### src/rtl/bus_owner_pkg.sv
package bus_owner_pkg;
  localparam int NCH   = 2;
  localparam int REG_W = 8;
  localparam int SEL_W = NCH;

  // field positions inside each master's register view
  localparam int B_OWN     = 0;
  localparam int B_OTH_OWN = 1;
  localparam int B_ON      = 2;
  localparam int B_OTH_ON  = 3;
  localparam int B_TEST    = 4;
  localparam int B_LOST    = 6;
  localparam int B_ACK     = 7;

  typedef enum logic {
    ST_STEADY = 1'b0,
    ST_RECOV  = 1'b1
  } conn_st_e;
endpackage

### src/rtl/bos_rst_sync.sv
module bos_rst_sync #(
  parameter int STAGES = 2
) (
  input  logic clk_i,
  input  logic rst_ni,
  output logic rst_no
);
  logic [STAGES-1:0] sync_q;

  always_ff @(posedge clk_i or negedge rst_ni) begin
    if (!rst_ni) sync_q <= '0;
    else         sync_q <= {sync_q[STAGES-2:0], 1'b1};
  end

  assign rst_no = sync_q[STAGES-1];
endmodule

### src/rtl/bos_ctrl_regs.sv
module bos_ctrl_regs
  import bus_owner_pkg::*;
#(
  parameter bit INIT_CH0 = 1'b1
) (
  input  logic             clk_i,
  input  logic             rst_ni,
  input  logic [NCH-1:0]   wr_stb_i,
  input  logic [REG_W-1:0] wr_data_i [NCH],
  input  logic [NCH-1:0]   lost_set_i,
  output logic [REG_W-1:0] rd_data_o [NCH],
  output logic [SEL_W-1:0] target_o,
  output logic [NCH-1:0]   flag_irq_o
);
  logic [NCH-1:0] own_q;
  logic [NCH-1:0] on_q;

  for (genvar g = 0; g < NCH; g++) begin : g_mst
    localparam bit ON_RST = (g == 0) ? INIT_CH0 : 1'b0;

    logic own_r, on_r, test_r, lost_r;
    logic own_n, on_n, test_n, lost_n;
    logic oth_own, oth_on;
    logic [REG_W-1:0] view;
    logic unused_bits;

    assign unused_bits = ^{wr_data_i[g][B_OTH_OWN], wr_data_i[g][B_OTH_ON],
                           wr_data_i[g][5], wr_data_i[g][B_LOST]};

    always_comb begin
      own_n  = own_r;
      on_n   = on_r;
      test_n = test_r;
      lost_n = lost_r;
      if (wr_stb_i[g]) begin
        own_n  = wr_data_i[g][B_OWN];
        on_n   = wr_data_i[g][B_ON];
        test_n = wr_data_i[g][B_TEST];
        if (wr_data_i[g][B_ACK]) lost_n = 1'b0;
      end
      if (lost_set_i[g]) lost_n = 1'b1;
    end

    always_ff @(posedge clk_i or negedge rst_ni) begin
      if (!rst_ni) begin
        own_r  <= 1'b0;
        on_r   <= ON_RST;
        test_r <= 1'b0;
        lost_r <= 1'b0;
      end else begin
        own_r  <= own_n;
        on_r   <= on_n;
        test_r <= test_n;
        lost_r <= lost_n;
      end
    end

    // master 1 sees master 0's ownership bit inverted
    if (g == 0) begin : g_direct
      assign oth_own = own_q[1];
    end else begin : g_invert
      assign oth_own = ~own_q[0];
    end
    assign oth_on = on_q[NCH-1-g];

    always_comb begin
      view            = '0;
      view[B_OWN]     = own_r;
      view[B_OTH_OWN] = oth_own;
      view[B_ON]      = on_r;
      view[B_OTH_ON]  = oth_on;
      view[B_TEST]    = test_r;
      view[B_LOST]    = lost_r;
    end

    assign own_q[g]      = own_r;
    assign on_q[g]       = on_r;
    assign rd_data_o[g]  = view;
    assign flag_irq_o[g] = lost_r | test_r;
  end

  logic owner_hi, bus_en;
  assign owner_hi = own_q[0] ^ own_q[1];
  assign bus_en   = on_q[0] ^ on_q[1];
  assign target_o = !bus_en ? '0 : (owner_hi ? SEL_W'(2'b10) : SEL_W'(2'b01));
endmodule

### src/rtl/bos_conn_fsm.sv
module bos_conn_fsm
  import bus_owner_pkg::*;
#(
  parameter bit INIT_CH0     = 1'b1,
  parameter bit USE_RECOVERY = 1'b1
) (
  input  logic             clk_i,
  input  logic             rst_ni,
  input  logic [SEL_W-1:0] target_i,
  input  logic             rec_done_i,
  output logic [SEL_W-1:0] sel_o,
  output logic             rec_req_o,
  output logic [NCH-1:0]   lost_set_o
);
  localparam logic [SEL_W-1:0] SEL_RST = INIT_CH0 ? SEL_W'(1) : '0;

  conn_st_e         st_q, st_d;
  logic [SEL_W-1:0] sel_q, sel_d;
  logic [SEL_W-1:0] pend_q, pend_d;
  logic             req_q, req_d;

  always_comb begin
    st_d   = st_q;
    sel_d  = sel_q;
    pend_d = pend_q;
    req_d  = 1'b0;
    unique case (st_q)
      ST_STEADY: begin
        if (target_i != sel_q) begin
          if (sel_q != '0) begin
            sel_d = '0;                 // break first
          end else if (USE_RECOVERY) begin
            pend_d = target_i;
            req_d  = 1'b1;
            st_d   = ST_RECOV;
          end else begin
            sel_d = target_i;
          end
        end
      end
      ST_RECOV: begin
        if (target_i != pend_q) begin
          st_d = ST_STEADY;             // request withdrawn
        end else if (rec_done_i) begin
          sel_d = pend_q;
          st_d  = ST_STEADY;
        end
      end
      default: st_d = ST_STEADY;
    endcase
  end

  always_ff @(posedge clk_i or negedge rst_ni) begin
    if (!rst_ni) begin
      st_q   <= ST_STEADY;
      sel_q  <= SEL_RST;
      pend_q <= '0;
      req_q  <= 1'b0;
    end else begin
      st_q   <= st_d;
      sel_q  <= sel_d;
      pend_q <= pend_d;
      req_q  <= req_d;
    end
  end

  assign sel_o      = sel_q;
  assign rec_req_o  = req_q;
  assign lost_set_o = sel_q & ~sel_d;
endmodule

### src/rtl/bus_owner_sel.sv
module bus_owner_sel
  import bus_owner_pkg::*;
#(
  parameter bit INIT_CH0     = 1'b1,
  parameter bit USE_RECOVERY = 1'b1,
  parameter int SYNC_STAGES  = 2
) (
  input  logic             clk_i,
  input  logic             rst_ni,
  input  logic [NCH-1:0]   wr_stb_i,
  input  logic [REG_W-1:0] wr_data0_i,
  input  logic [REG_W-1:0] wr_data1_i,
  input  logic             rec_done_i,
  output logic [REG_W-1:0] rd_data0_o,
  output logic [REG_W-1:0] rd_data1_o,
  output logic [SEL_W-1:0] sel_o,
  output logic             rec_req_o,
  output logic [NCH-1:0]   irq_n_o
);
  logic             rst_sync_n;
  logic [REG_W-1:0] wdata [NCH];
  logic [REG_W-1:0] rdata [NCH];
  logic [SEL_W-1:0] target;
  logic [NCH-1:0]   lost_set;
  logic [NCH-1:0]   flag_irq;

  assign wdata[0] = wr_data0_i;
  assign wdata[1] = wr_data1_i;

  bos_rst_sync #(.STAGES(SYNC_STAGES)) u_rst_sync (
    .clk_i (clk_i),
    .rst_ni(rst_ni),
    .rst_no(rst_sync_n)
  );

  bos_ctrl_regs #(.INIT_CH0(INIT_CH0)) u_regs (
    .clk_i     (clk_i),
    .rst_ni    (rst_sync_n),
    .wr_stb_i  (wr_stb_i),
    .wr_data_i (wdata),
    .lost_set_i(lost_set),
    .rd_data_o (rdata),
    .target_o  (target),
    .flag_irq_o(flag_irq)
  );

  bos_conn_fsm #(.INIT_CH0(INIT_CH0), .USE_RECOVERY(USE_RECOVERY)) u_fsm (
    .clk_i     (clk_i),
    .rst_ni    (rst_sync_n),
    .target_i  (target),
    .rec_done_i(rec_done_i),
    .sel_o     (sel_o),
    .rec_req_o (rec_req_o),
    .lost_set_o(lost_set)
  );

  assign rd_data0_o = rdata[0];
  assign rd_data1_o = rdata[1];
  assign irq_n_o    = ~flag_irq;
endmodule

### config.mk
export PLATFORM = sky130hd
export DESIGN_NAME = bus_owner_sel
export DESIGN_NICKNAME = d
export VERILOG_FILES = /design/src/rtl/bus_owner_pkg.sv /design/src/rtl/bos_rst_sync.sv /design/src/rtl/bos_ctrl_regs.sv /design/src/rtl/bos_conn_fsm.sv /design/src/rtl/bus_owner_sel.sv
export SDC_FILE = /design/constraint.sdc
export NUM_CORES = 1
export LEC_CHECK = 0
export CORE_MARGIN = 2
export CORE_UTILIZATION = 54
export DETAILED_ROUTE_END_ITERATION = 10
export DONT_BUFFER_PORTS = 1
export PLACE_DENSITY = 0.8
export SETUP_SLACK_MARGIN = 0.4
export SLEW_MARGIN = 20
export SYNTH_ARGS = -nofsm -noshare
export SYNTH_HDL_FRONTEND = slang
export SYNTH_HIERARCHICAL = 1
export SYNTH_SLANG_ARGS = --single-unit
### constraint.sdc
create_clock -name clk_i -period 0.8 [get_ports clk_i]
set_clock_uncertainty 0.1 [all_clocks]
set_input_delay 0 -clock clk_i [delete_from_list [all_inputs] [get_ports clk_i]]
set_output_delay 0 -clock clk_i [all_outputs]
set_load 0.02 [all_outputs]
==> results list <==
- The run finished, with violations left.
* Violations in the final reports: negative hold slack, negative setup slack
- Highest clock rate: 0.525 GHz
- STA classifies the critical path endpoint as a flop.
- Peak ir drop on the vdd network: 2060 µV
- After floorplanning, the core was sized to cover 0.00152 mm².
* Count of endpoints failing setup in the final report: 31
- Routability-driven placement finished with a final weighted congestion of 0.857.
- Min Clock Period, post-route: 1900 ps
- The number of buffers and inverters on the critical path is 1.
- Per-cell routed wire length: 19.6 µm
- Synth-to-Final Area Change: 47.1%
- Of all nets on the critical path, the largest fanout is 7.
* CP startpoint kind: flop
* Static Leakage: 0.000655 µW
- Cell Area, Synth: 893 µm²
* Master cell of the clock root buffer: sky130_fd_sc_hd__clkbuf_4
- Data on the critical path is required at its endpoint by 870 ps.
- Total overflow reported by the global router: 0
- H-tree lvl count: 1
- Share of synthesized cell area in and, or, nand and nor gates: 13.7%
* Area share of fa/ha/maj cells after synthesis: 0%
* Global-route wire length before repair: 3630 µm
- Hold slack: -310 ps
- Initial antenna violation count: 0
* Hold buffer count at CTS: 1
* Starting DRT DRC Count: 18
* Initial core utilization: 58.6%
* # Max-Cap Violations: 0
- The critical path is of the flop to flop type.
* Routed via count: 759
- The count of nets left with antenna violations once routing finished came out at 0.
- Average footprint of a synthesized cell: 10.5 µm²
- Sequential cells account for 31.0% of the total power.
- Fraction of power consumed by the clock network: 10.9%
* Die width: 44.7 µm
- Total I/O pin count: 42
- Overall routed net length: 2570 µm
* Post-DR vias/cell: 5.79
- Pwr/cell area: 3060 mW/mm²
* Area of the die: 0.00200 mm²
- At the later pin of the worst-skew pair, clock insertion delay measures 290 ps.
- Cells fill 86.2% of the core in the end.
* Register area share after synthesis: 45.1%
- For this run, the detailed router's first-pass iteration total came to 4.
* Switching power: 1530 µW
- Total routing resource utilization after global routing: 26.4%
- Placement Cell Area: 0.00103 mm²
- Class of the tightest hold or removal check: primary input to flop
- At the end of the flow, the number of nets in the layout was 137.
- Of all cell types, the one taking the most synthesized area is sky130_fd_sc_hd__dfrtp_1.
- During placement, the flow inserted port buffers numbering 0.
* Vert. Die Dim: 44.7 µm
- Fill cells in the final layout number 71.
- The top cell types in the final layout, fill and taps aside, are sky130_fd_sc_hd__buf_6, sky130_fd_sc_hd__buf_4, sky130_fd_sc_hd__dfrtp_1.
- Counting along the longest clock path gives a buffer depth of 2.
- CTS tree: done
- Final-report hold violation count: 13
- In the final layout, the multi-input gates occupy 429 µm².
* Combinational power share: 58.0%
- After layout, the worst path uses 238% of the clock period.
- Cells with a size suffix above 1 make up 62.6% of the layout.
* Non-Filler Cell Area, Final: 0.00131 mm²
- Detailed placement HPWL: 1380 µm
- Syn Inst Count: 85
- In this design, the largest share of critical-path delay is due to flip-flops.
- The synthesized netlist devotes 11.2% of its cell area to compound gates.
- The critical path goes through xnor2_2 > nor2_1 > buf_4 > xnor2_1 > a21oi_1 > a22o_1 > a21o_1.
- Synthesis instantiated 30 different standard cells from the library.
* Switching share of power: 38.0%
- Row generation in the floorplan step produced 14 rows.
- On the critical path, the stage with the largest delay is an instance of sky130_fd_sc_hd__dfstp_2.
- Number of warnings reported in the yosys synthesis log: 6
* Sinks on Clock Net: 16
* Register cell area after layout: 407 µm²
- Synthesized-area fraction occupied by xor and xnor cells: 6.72%
- Clock slew at reported path FFs: 80 ps
- Pins Over Slew Limit: 0
- After synthesis, the largest family of logic cells by area is buffers and inverters.
- Crit path setup slack, layout: -1100 ps
- Proportion of netlist area held by the largest area contributor: 39.2%
- Proportion of synthesized area in mux cells: 6.30%
- Largest net degree at the start of global routing: 10
* Setup repair after global routing missed its margin: yes
- CP max stage delay: 560 ps
* Data arrival time of the critical path: 1980 ps
* Top cells by area, synth: sky130_fd_sc_hd__dfrtp_1, sky130_fd_sc_hd__buf_4, sky130_fd_sc_hd__mux2_1
- Total inserted antenna cells: 0
- DRC violation count after routing: 0
* #FFs+latches synth: 16
* Number of global-route vias before repair: 819
- TritonCTS created 3 clock buffers.
- Cell-internal power: 2490 µW
-- power by group through the flow --
stage | clock (µW) | sequential, µW | combinational (µW)
floorplan | 0 | 1320 | 1110
global placement | 0 | 1240 | 1680
detailed placement | 0 | 1260 | 1740
CTS | 459 | 1230 | 2170
global route | 482 | 1260 | 2460
finish | 439 | 1250 | 2330
-- worst paths after layout --
kind | start | to | slack, ps | cells past startpoint
setup / recovery | u_regs/g_mst[0].on_r | u_regs/g_mst[0].lost_r | -1100 | 7
hold / removal | rec_done_i | u_fsm/st_q | -310 | 1
setup reg to reg | u_regs/g_mst[0].on_r | u_regs/g_mst[0].lost_r | -1100 | 7
hold reg to reg | u_rst_sync/sync_q[1] | u_regs/g_mst[1].lost_r | 140 | 1
max in group asynchronous | u_rst_sync/sync_q[1] | u_fsm/sel_o[0] | 260 | 1
min in group asynchronous | rst_ni | u_rst_sync/sync_q[0] | -180 | 1
-- synthesized netlist by cell type (all sizes together) --
cell	count
and4bb	1
a22o	2
nor2b	1
and3	2
a21oi	3
o31ai	1
o21a	1
a21o	2
o21ai	3
xnor2	6
nor2	2
nand2	5
dfstp	2
nand4	1
mux2	5
inv	5
a21bo	1
buf	17
conb	2
o211ai	1
nor3	1
nand3	3
or2	2
dfrtp	14
nand4b	1
and2	1
-- worst register-to-register path: cells and delay by family (launching register included) --
kind | cells | cell delay, ps
buffers and inverters | 1 | 170
and+or+nand+nor | 1 | 70
AOI/OAI and AO/OA | 3 | 560
xor gates and xnor gates | 2 | 330
DFF | 1 | 560
-- registers in the layout, summed over array words and instances, names as in the netlist --
register and count:
u_regs/g_mst.oth_own 1, u_rst_sync/sync_q 2, u_fsm/rec_req_o 1, u_regs/g_mst.oth_on 1
u_fsm/pend_q 2, u_regs/g_mst.own_r 1, u_fsm/sel_o 2, u_regs/g_mst.on_r 1
u_fsm/st_q 1, u_regs/g_mst.test_r 2, u_regs/g_mst.lost_r 2
-- repair_timing --
action / in CTS / in global routing
hold endpoints to repair: 13 / 13
cloned: 1 / 0
buffers inserted: 10 / 3
pin swaps: 11 / 3
endpoints found under the setup margin: 46 / 46
resized for setup: 28 / 7
-- layer usage --
layer / track usage (%) / up-vias / wire, µm
li1: - / 326 / -
met1: 27.5 / 381 / 941
met2: 47.0 / 40 / 1390
met3: 4.49 / 12 / 153
met4: 18.8 / 0 / 91
met5: 0 / - / 0
-- stage by stage --
stage | setup TNS (ps) | instances | setup slack, ps | total power, µW
after floorplan | -6090 | 88 | -927 | 2420
after global placement | -7550 | 112 | -939 | 2920
after detailed placement | -7920 | 112 | -988 | 3000
after CTS | -11950 | 128 | -984 | 3860
after global routing | -14030 | 131 | -1150 | 4200
final | -13030 | 131 | -1100 | 4020
-- final cells by class --
type / count / area share (%)
well taps: 16 / 1.52
repair buffers: 40 / 31.0
clock buffers: 4 / 2.00
inverters: 5 / 1.81
multi-input cells: 50 / 32.7
flip-flops and latches: 16 / 31.0
-- logic make-up (layout without fill, tap and decap cells) --
kind of cell           count (synthesis)  after routing
AND/OR/NAND/NOR                       20             20
multiplexers                           5              5
buffers and inverters                 22             49
AO/OA/AOI/OAI                         14             14
flip-flops                            16             16
XOR/XNOR                               6              6
other                                  2              5
Note: power is estimated with default switching activity, not from simulation.
